<file path="src/rtl/gpio_irq_pkg.sv">
package gpio_irq_pkg;

    typedef enum logic [0:0] {
        DB_HOLD = 1'b0,
        DB_WAIT = 1'b1
    } db_state_t;

    typedef enum logic [0:0] {
        DET_IDLE    = 1'b0,
        DET_PENDING = 1'b1
    } det_state_t;

    function automatic logic lvl_active(input logic v, input logic pol);
        return pol ? v : ~v;
    endfunction

endpackage

</file>
<file path="src/rtl/gpio_debounce.sv">
module gpio_debounce #(
    parameter int DEB_TICKS = 4
) (
    input  logic clk,
    input  logic rst_n,
    input  logic tick,
    input  logic din,
    output logic dout
);
    import gpio_irq_pkg::*;

    localparam int CNT_W = (DEB_TICKS > 1) ? $clog2(DEB_TICKS) : 1;
    localparam logic [CNT_W-1:0] LAST = CNT_W'(DEB_TICKS - 1);

    db_state_t        st, st_n;
    logic [CNT_W-1:0] cnt, cnt_n;
    logic             out_n;

    // state register
    always_ff @(posedge clk or negedge rst_n) begin
        if (!rst_n) begin
            st   <= DB_HOLD;
            cnt  <= '0;
            dout <= 1'b0;
        end else begin
            st   <= st_n;
            cnt  <= cnt_n;
            dout <= out_n;
        end
    end

    // next state and output value
    always_comb begin
        st_n  = st;
        cnt_n = cnt;
        out_n = dout;
        unique case (st)
            DB_HOLD: begin
                if (din != dout) begin
                    st_n  = DB_WAIT;
                    cnt_n = '0;
                end
            end
            DB_WAIT: begin
                if (din == dout) begin
                    st_n = DB_HOLD;
                end else if (tick) begin
                    if (cnt == LAST) begin
                        out_n = din;
                        st_n  = DB_HOLD;
                    end else begin
                        cnt_n = cnt + 1'b1;
                    end
                end
            end
            default: st_n = DB_HOLD;
        endcase
    end

endmodule

</file>
<file path="src/rtl/gpio_pin_detect.sv">
module gpio_pin_detect (
    input  logic clk,
    input  logic rst_n,
    input  logic sig,
    input  logic en,
    input  logic edge_sel,
    input  logic pol,
    input  logic mask,
    input  logic clr,
    output logic stat_d,
    output logic stat_q
);
    import gpio_irq_pkg::*;

    det_state_t st, st_n;
    logic       sig_q;
    logic       rise, fall, evt, raw;

    // an event needs a real transition of the input, so a polarity flip alone never fires
    assign rise = sig & ~sig_q;
    assign fall = ~sig & sig_q;
    assign evt  = pol ? rise : fall;

    // state register
    always_ff @(posedge clk or negedge rst_n) begin
        if (!rst_n) begin
            st    <= DET_IDLE;
            sig_q <= 1'b0;
        end else begin
            st    <= st_n;
            sig_q <= sig;
        end
    end

    // next state
    always_comb begin
        st_n = st;
        if (!(en && edge_sel)) begin
            st_n = DET_IDLE;
        end else begin
            unique case (st)
                DET_IDLE:    if (evt)         st_n = DET_PENDING;
                DET_PENDING: if (clr && !evt) st_n = DET_IDLE;
                default:                      st_n = DET_IDLE;
            endcase
        end
    end

    // outputs
    assign raw    = en & (edge_sel ? (st_n == DET_PENDING) : lvl_active(sig, pol));
    assign stat_d = raw & ~mask;

    always_ff @(posedge clk or negedge rst_n) begin
        if (!rst_n) stat_q <= 1'b0;
        else        stat_q <= stat_d;
    end

endmodule

</file>
<file path="src/rtl/gpio_irq_detect.sv">
module gpio_irq_detect #(
    parameter int NPINS     = 32,
    parameter int DEB_TICKS = 4
) (
    input  logic             clk,
    input  logic             rst_n,
    input  logic [NPINS-1:0] pin_in,
    input  logic             sample_tick,
    input  logic [NPINS-1:0] cfg_en,
    input  logic [NPINS-1:0] cfg_mask,
    input  logic [NPINS-1:0] cfg_edge,
    input  logic [NPINS-1:0] cfg_pol,
    input  logic [NPINS-1:0] cfg_deb,
    input  logic             eoi_wr,
    input  logic [NPINS-1:0] eoi_data,
    output logic [NPINS-1:0] irq_vec,
    output logic             irq_any
);

    logic [NPINS-1:0] deb_val;
    logic [NPINS-1:0] filt;
    logic [NPINS-1:0] clr;
    logic [NPINS-1:0] stat_d;

    assign clr = eoi_wr ? eoi_data : '0;

    for (genvar i = 0; i < NPINS; i++) begin : g_pin
        gpio_debounce #(
            .DEB_TICKS (DEB_TICKS)
        ) u_deb (
            .clk   (clk),
            .rst_n (rst_n),
            .tick  (sample_tick),
            .din   (pin_in[i]),
            .dout  (deb_val[i])
        );

        assign filt[i] = cfg_deb[i] ? deb_val[i] : pin_in[i];

        gpio_pin_detect u_det (
            .clk      (clk),
            .rst_n    (rst_n),
            .sig      (filt[i]),
            .en       (cfg_en[i]),
            .edge_sel (cfg_edge[i]),
            .pol      (cfg_pol[i]),
            .mask     (cfg_mask[i]),
            .clr      (clr[i]),
            .stat_d   (stat_d[i]),
            .stat_q   (irq_vec[i])
        );
    end

    always_ff @(posedge clk or negedge rst_n) begin
        if (!rst_n) irq_any <= 1'b0;
        else        irq_any <= |stat_d;
    end

endmodule

</file>
<file path="config.mk">
export PLATFORM = sky130hd
export DESIGN_NAME = gpio_irq_detect
export DESIGN_NICKNAME = d
export VERILOG_FILES = /design/src/rtl/gpio_irq_pkg.sv /design/src/rtl/gpio_debounce.sv /design/src/rtl/gpio_pin_detect.sv /design/src/rtl/gpio_irq_detect.sv
export SDC_FILE = /design/constraint.sdc
export NUM_CORES = 1
export LEC_CHECK = 0
export BUFFER_PORTS_ARGS = -buffer_cell sky130_fd_sc_hd__buf_2
export CORE_UTILIZATION = 55
export DETAILED_ROUTE_END_ITERATION = 12
export GPL_TIMING_DRIVEN = 0
export PLACE_DENSITY = 0.77
export SETUP_SLACK_MARGIN = 0.05
export SKIP_CTS_REPAIR_TIMING = 1
export SLEW_MARGIN = 20
export SYNTH_ARGS = -nofsm -noshare
export SYNTH_HDL_FRONTEND = slang
export SYNTH_SLANG_ARGS = --single-unit
export TNS_END_PERCENT = 30
</file>
<file path="constraint.sdc">
create_clock -name clk -period 2.9 [get_ports clk]
set_input_delay 0.145 -clock clk [delete_from_list [all_inputs] [get_ports clk]]
set_output_delay 0.145 -clock clk [all_outputs]
set_load 0.02 [all_outputs]
</file>
==> results.py <==
metrics = {
    "outcome": {
        "outcome": "complete, but fails checks",
        "failed_checks": "negative hold slack",
    },
    "synth": {
        "avgSynthCellArea_um2": 10.31,
        "ys_seq_elements": 225,
        "syn_nets": 1378,
        "synth_cell_types": 32,
        "ys_seq_area_share_pct": 48.83,
        "syn-cell-area_um2": 11530,
        "netlist_instances": 1118,
        "synth_warnings": 0,
    },
    "setup_path": {
        "critPathRequiredTime_ns": 3.25,
        "r2r-start": "g_pin[1].u_deb.dout",
        "worstPathArrival_ns": 3.10,
        "crit_type": "in2reg",
        "end_kind": "flip-flop",
        "rr_endpoint": "irq_any",
        "rrSetupSlack_ns": 0.17,
        "crit_path_start_kind": "primary input",
        "crit_fanout": 10,
        "reg2reg_depth": 7,
    },
    "sta": {
        "tightest_slew_ns": 0.8355,
        "rsz0062_at_grt": "no",
        "fin_tns_setup_ns": 0,
        "hold_slack_ns": -0.02648,
        "setup_slack_ns": 0.1455,
        "finalHoldViolations": 9,
        "fin_skew_ns": 0.006530,
        "fin_crit_sh_pct": 94.98,
        "fmax_ghz": 0.3630,
        "slew_headroom_pct": 43.79,
        "maxSlewViolCount": 0,
        "setup_viol": 0,
        "finalCriticalPeriod_ns": 2.754,
    },
    "global_route": {
        "overflow": 0,
        "grt_pass1_wl_um": 40780,
        "grtUsageTotal_pct": 23.37,
        "grt_max_degree": 101,
        "antenna_found_initial": 3,
        "grt_pass1_vias": 8697,
    },
    "clocking": {
        "clock_path_buffers": 3,
        "cts_buffers": 24,
        "cts_root_buf": "clkbuf_16",
        "htree_levels": 1,
        "cts_tree": "yes",
        "insertion_delay_ns": 0.51,
        "cts_sinks": 225,
        "cts.clk_slew.worst_paths_ns": 0.06,
    },
    "floorplan": {
        "ios": 261,
        "initial_utilization_pct": 56.62,
        "die-width_um": 146.8,
        "core-area_um2": 20360,
        "die_area_um2": 21550,
        "die_y_um": 146.8,
        "rows": 52,
    },
    "placed_design": {
        "gp_congestion": 0.8005,
        "place_hpwl_um": 18580,
        "dpl_cell_area_um2": 13230,
        "port_buffers": 260,
        "dp_slack_ns": -0.1273,
    },
    "route": {
        "highest_layer": "met5",
        "drc": 0,
        "drt-wirelength-per-cell_um": 16.76,
        "vias": 10060,
        "vias_per_cell": 5.333,
        "route.met3.wl_um": 1416,
        "met2_length_um": 16550,
        "drt_first_pass_iters": 7,
        "drtIter0Drc": 486,
        "wl_um": 31610,
        "antenna_left": 0,
        "wl_met1_um": 12670,
    },
    "pwr": {
        "powerDensity_nw_per_um2": 686.8,
        "p_leak_nw": 8.305,
        "finalPower_mw": 10.94,
        "ir_worst_vdd_v": 0.0004628,
    },
    "final_layout": {
        "fillers": 1230,
        "drive_gt1_share_pct": 22.80,
        "nets": 1859,
        "area_delta_synth_final_pct": 38.15,
        "postLayoutCellArea_um2": 15930,
        "fin_util_pct": 78.22,
    },
    "worst_hold_path": {
        "holdPathEnd": "g_pin[8].u_det.sig_q",
        "min_from": "cfg_deb[8]",
        "hold_class": "in2reg",
        "hold-path-cell-count": 3,
    },
    "run": {
        "drv_cap": 0,
    },
}
==> registers in the layout (all words and copies together), names as in the netlist <==
signal,count
g_pin.u_deb.cnt,64
g_pin.u_deb.dout,32
g_pin.u_deb.st,32
g_pin.u_det.sig_q,32
g_pin.u_det.st,32
g_pin.u_det.stat_q,32
irq_any,1
==> worst max-delay path by stage <==
| stage | from | end | cells past startpoint |
|---|---|---|---|
| after global placement | rst_n | g_pin[8].u_deb.dout | 1 |
| after floorplan | g_pin[20].u_deb.dout | irq_any | 7 |
| after CTS | g_pin[0].u_deb.dout | irq_any | 7 |
| after detailed placement | eoi_wr | irq_any | 10 |
| after global routing | g_pin[1].u_deb.dout | irq_any | 7 |
| final | eoi_wr | irq_any | 10 |
==> worst max-delay path, cell delays in order <==
cell	delay [ns]
buf_2	0.15
buf_2	0.35
buf_1	0.59
nand2_1	0.13
nand2_1	0.11
a21oi_1	0.09
o21ai_0	0.35
o2111ai_1	0.30
nor4_1	0.70
nand4_1	0.16
==> metrics by stage <==
step	hold slack (ns)	instances
floorplan	-0.1506	1118
global placement	0.3255	1648
detailed placement	0.04990	1650
CTS	-0.4916	1691
global route	-0.01134	1885
finish	-0.02648	1886
==> Yosys cell counts, drive strengths merged <==
library cell,number,area share [%]
nor2,52,1.7
nand3,32,1.4
nand2,127,4.1
nor2b,101,5.5
nand2b,67,3.6
ha,32,3.5
o211a,8,0.69
nor3b,10,0.65
o32ai,1,0.076
xnor2,62,4.7
a22o,65,4.9
buf,35,2.2
or3b,1,0.076
nor3,32,1.4
o2111ai,3,0.23
nand3b,1,0.065
inv,48,1.6
xor2,2,0.15
or4,2,0.13
nor4,4,0.22
nand4,1,0.054
a21o,31,2.0
mux2i,61,5.3
mux2,35,3.4
dfrtp,225,49
clkbuf,6,0.20
o21ai,40,1.7
a31oi,1,0.054
a21oi,31,1.3
and2b,2,0.15
==> layout make-up <==
type	count	area, um^2	area share, %
clock buffer	39	748.2	4.697
antenna	2	5.005	0.03142
buffer	41	276.5	1.736
tap	270	337.8	2.121
clock inverter	2	10.01	0.06284
timing repair buffer	455	3298	20.71
sequential	225	5630	35.35
multi-input combinational	804	5443	34.17
inverter	48	180.2	1.131
==> power by group <==
| group | internal, mW | leakage, nW | switching [mW] |
|---|---|---|---|
| Sequential | 3.99 | 2.93 | 0.684 |
| Clock | 1.75 | 0.375 | 1.22 |
| Combinational | 1.77 | 5.00 | 1.53 |
| Total | 7.50 | 8.30 | 3.44 |
==> routing by layer <==
metal | GRT usage [%] | vias to the layer above
met5 | 0 | -
met4 | 6.146 | 4
met3 | 4.627 | 78
met2 | 39.93 | 311
met1 | 30.38 | 4887
li1 | - | 4778
==> placed cells by master, fill, tap and decap left out, types with 32 or more instances in the layout <==
cell           instances
nand3_1               32
buf_2                261
nor3_1                32
mux2_2                35
dfrtp_1              225
xnor2_1               62
ha_1                  32
nor2_1                52
o21ai_0               40
nand2_1              127
nand2b_1              67
nor2b_1              101
a22o_1                65
inv_1                 48
buf_4                 32
dlygate4sd3_1        193
mux2i_1               61
==> logic make-up (layout without fill, tap and decap cells) <==
kind of cell | count (synthesis) | after routing | share of synthesized area, %
simple gates | 432 | 432 | 19.07
mux | 96 | 96 | 8.714
fa+ha+maj | 32 | 32 | 3.473
xor+xnor | 64 | 64 | 4.862
flops | 225 | 225 | 48.83
compound gates | 180 | 180 | 11.09
other cells | 0 | 2 | 0
buf+inv | 89 | 585 | 3.961
Note: power is estimated with default switching activity, not from simulation.
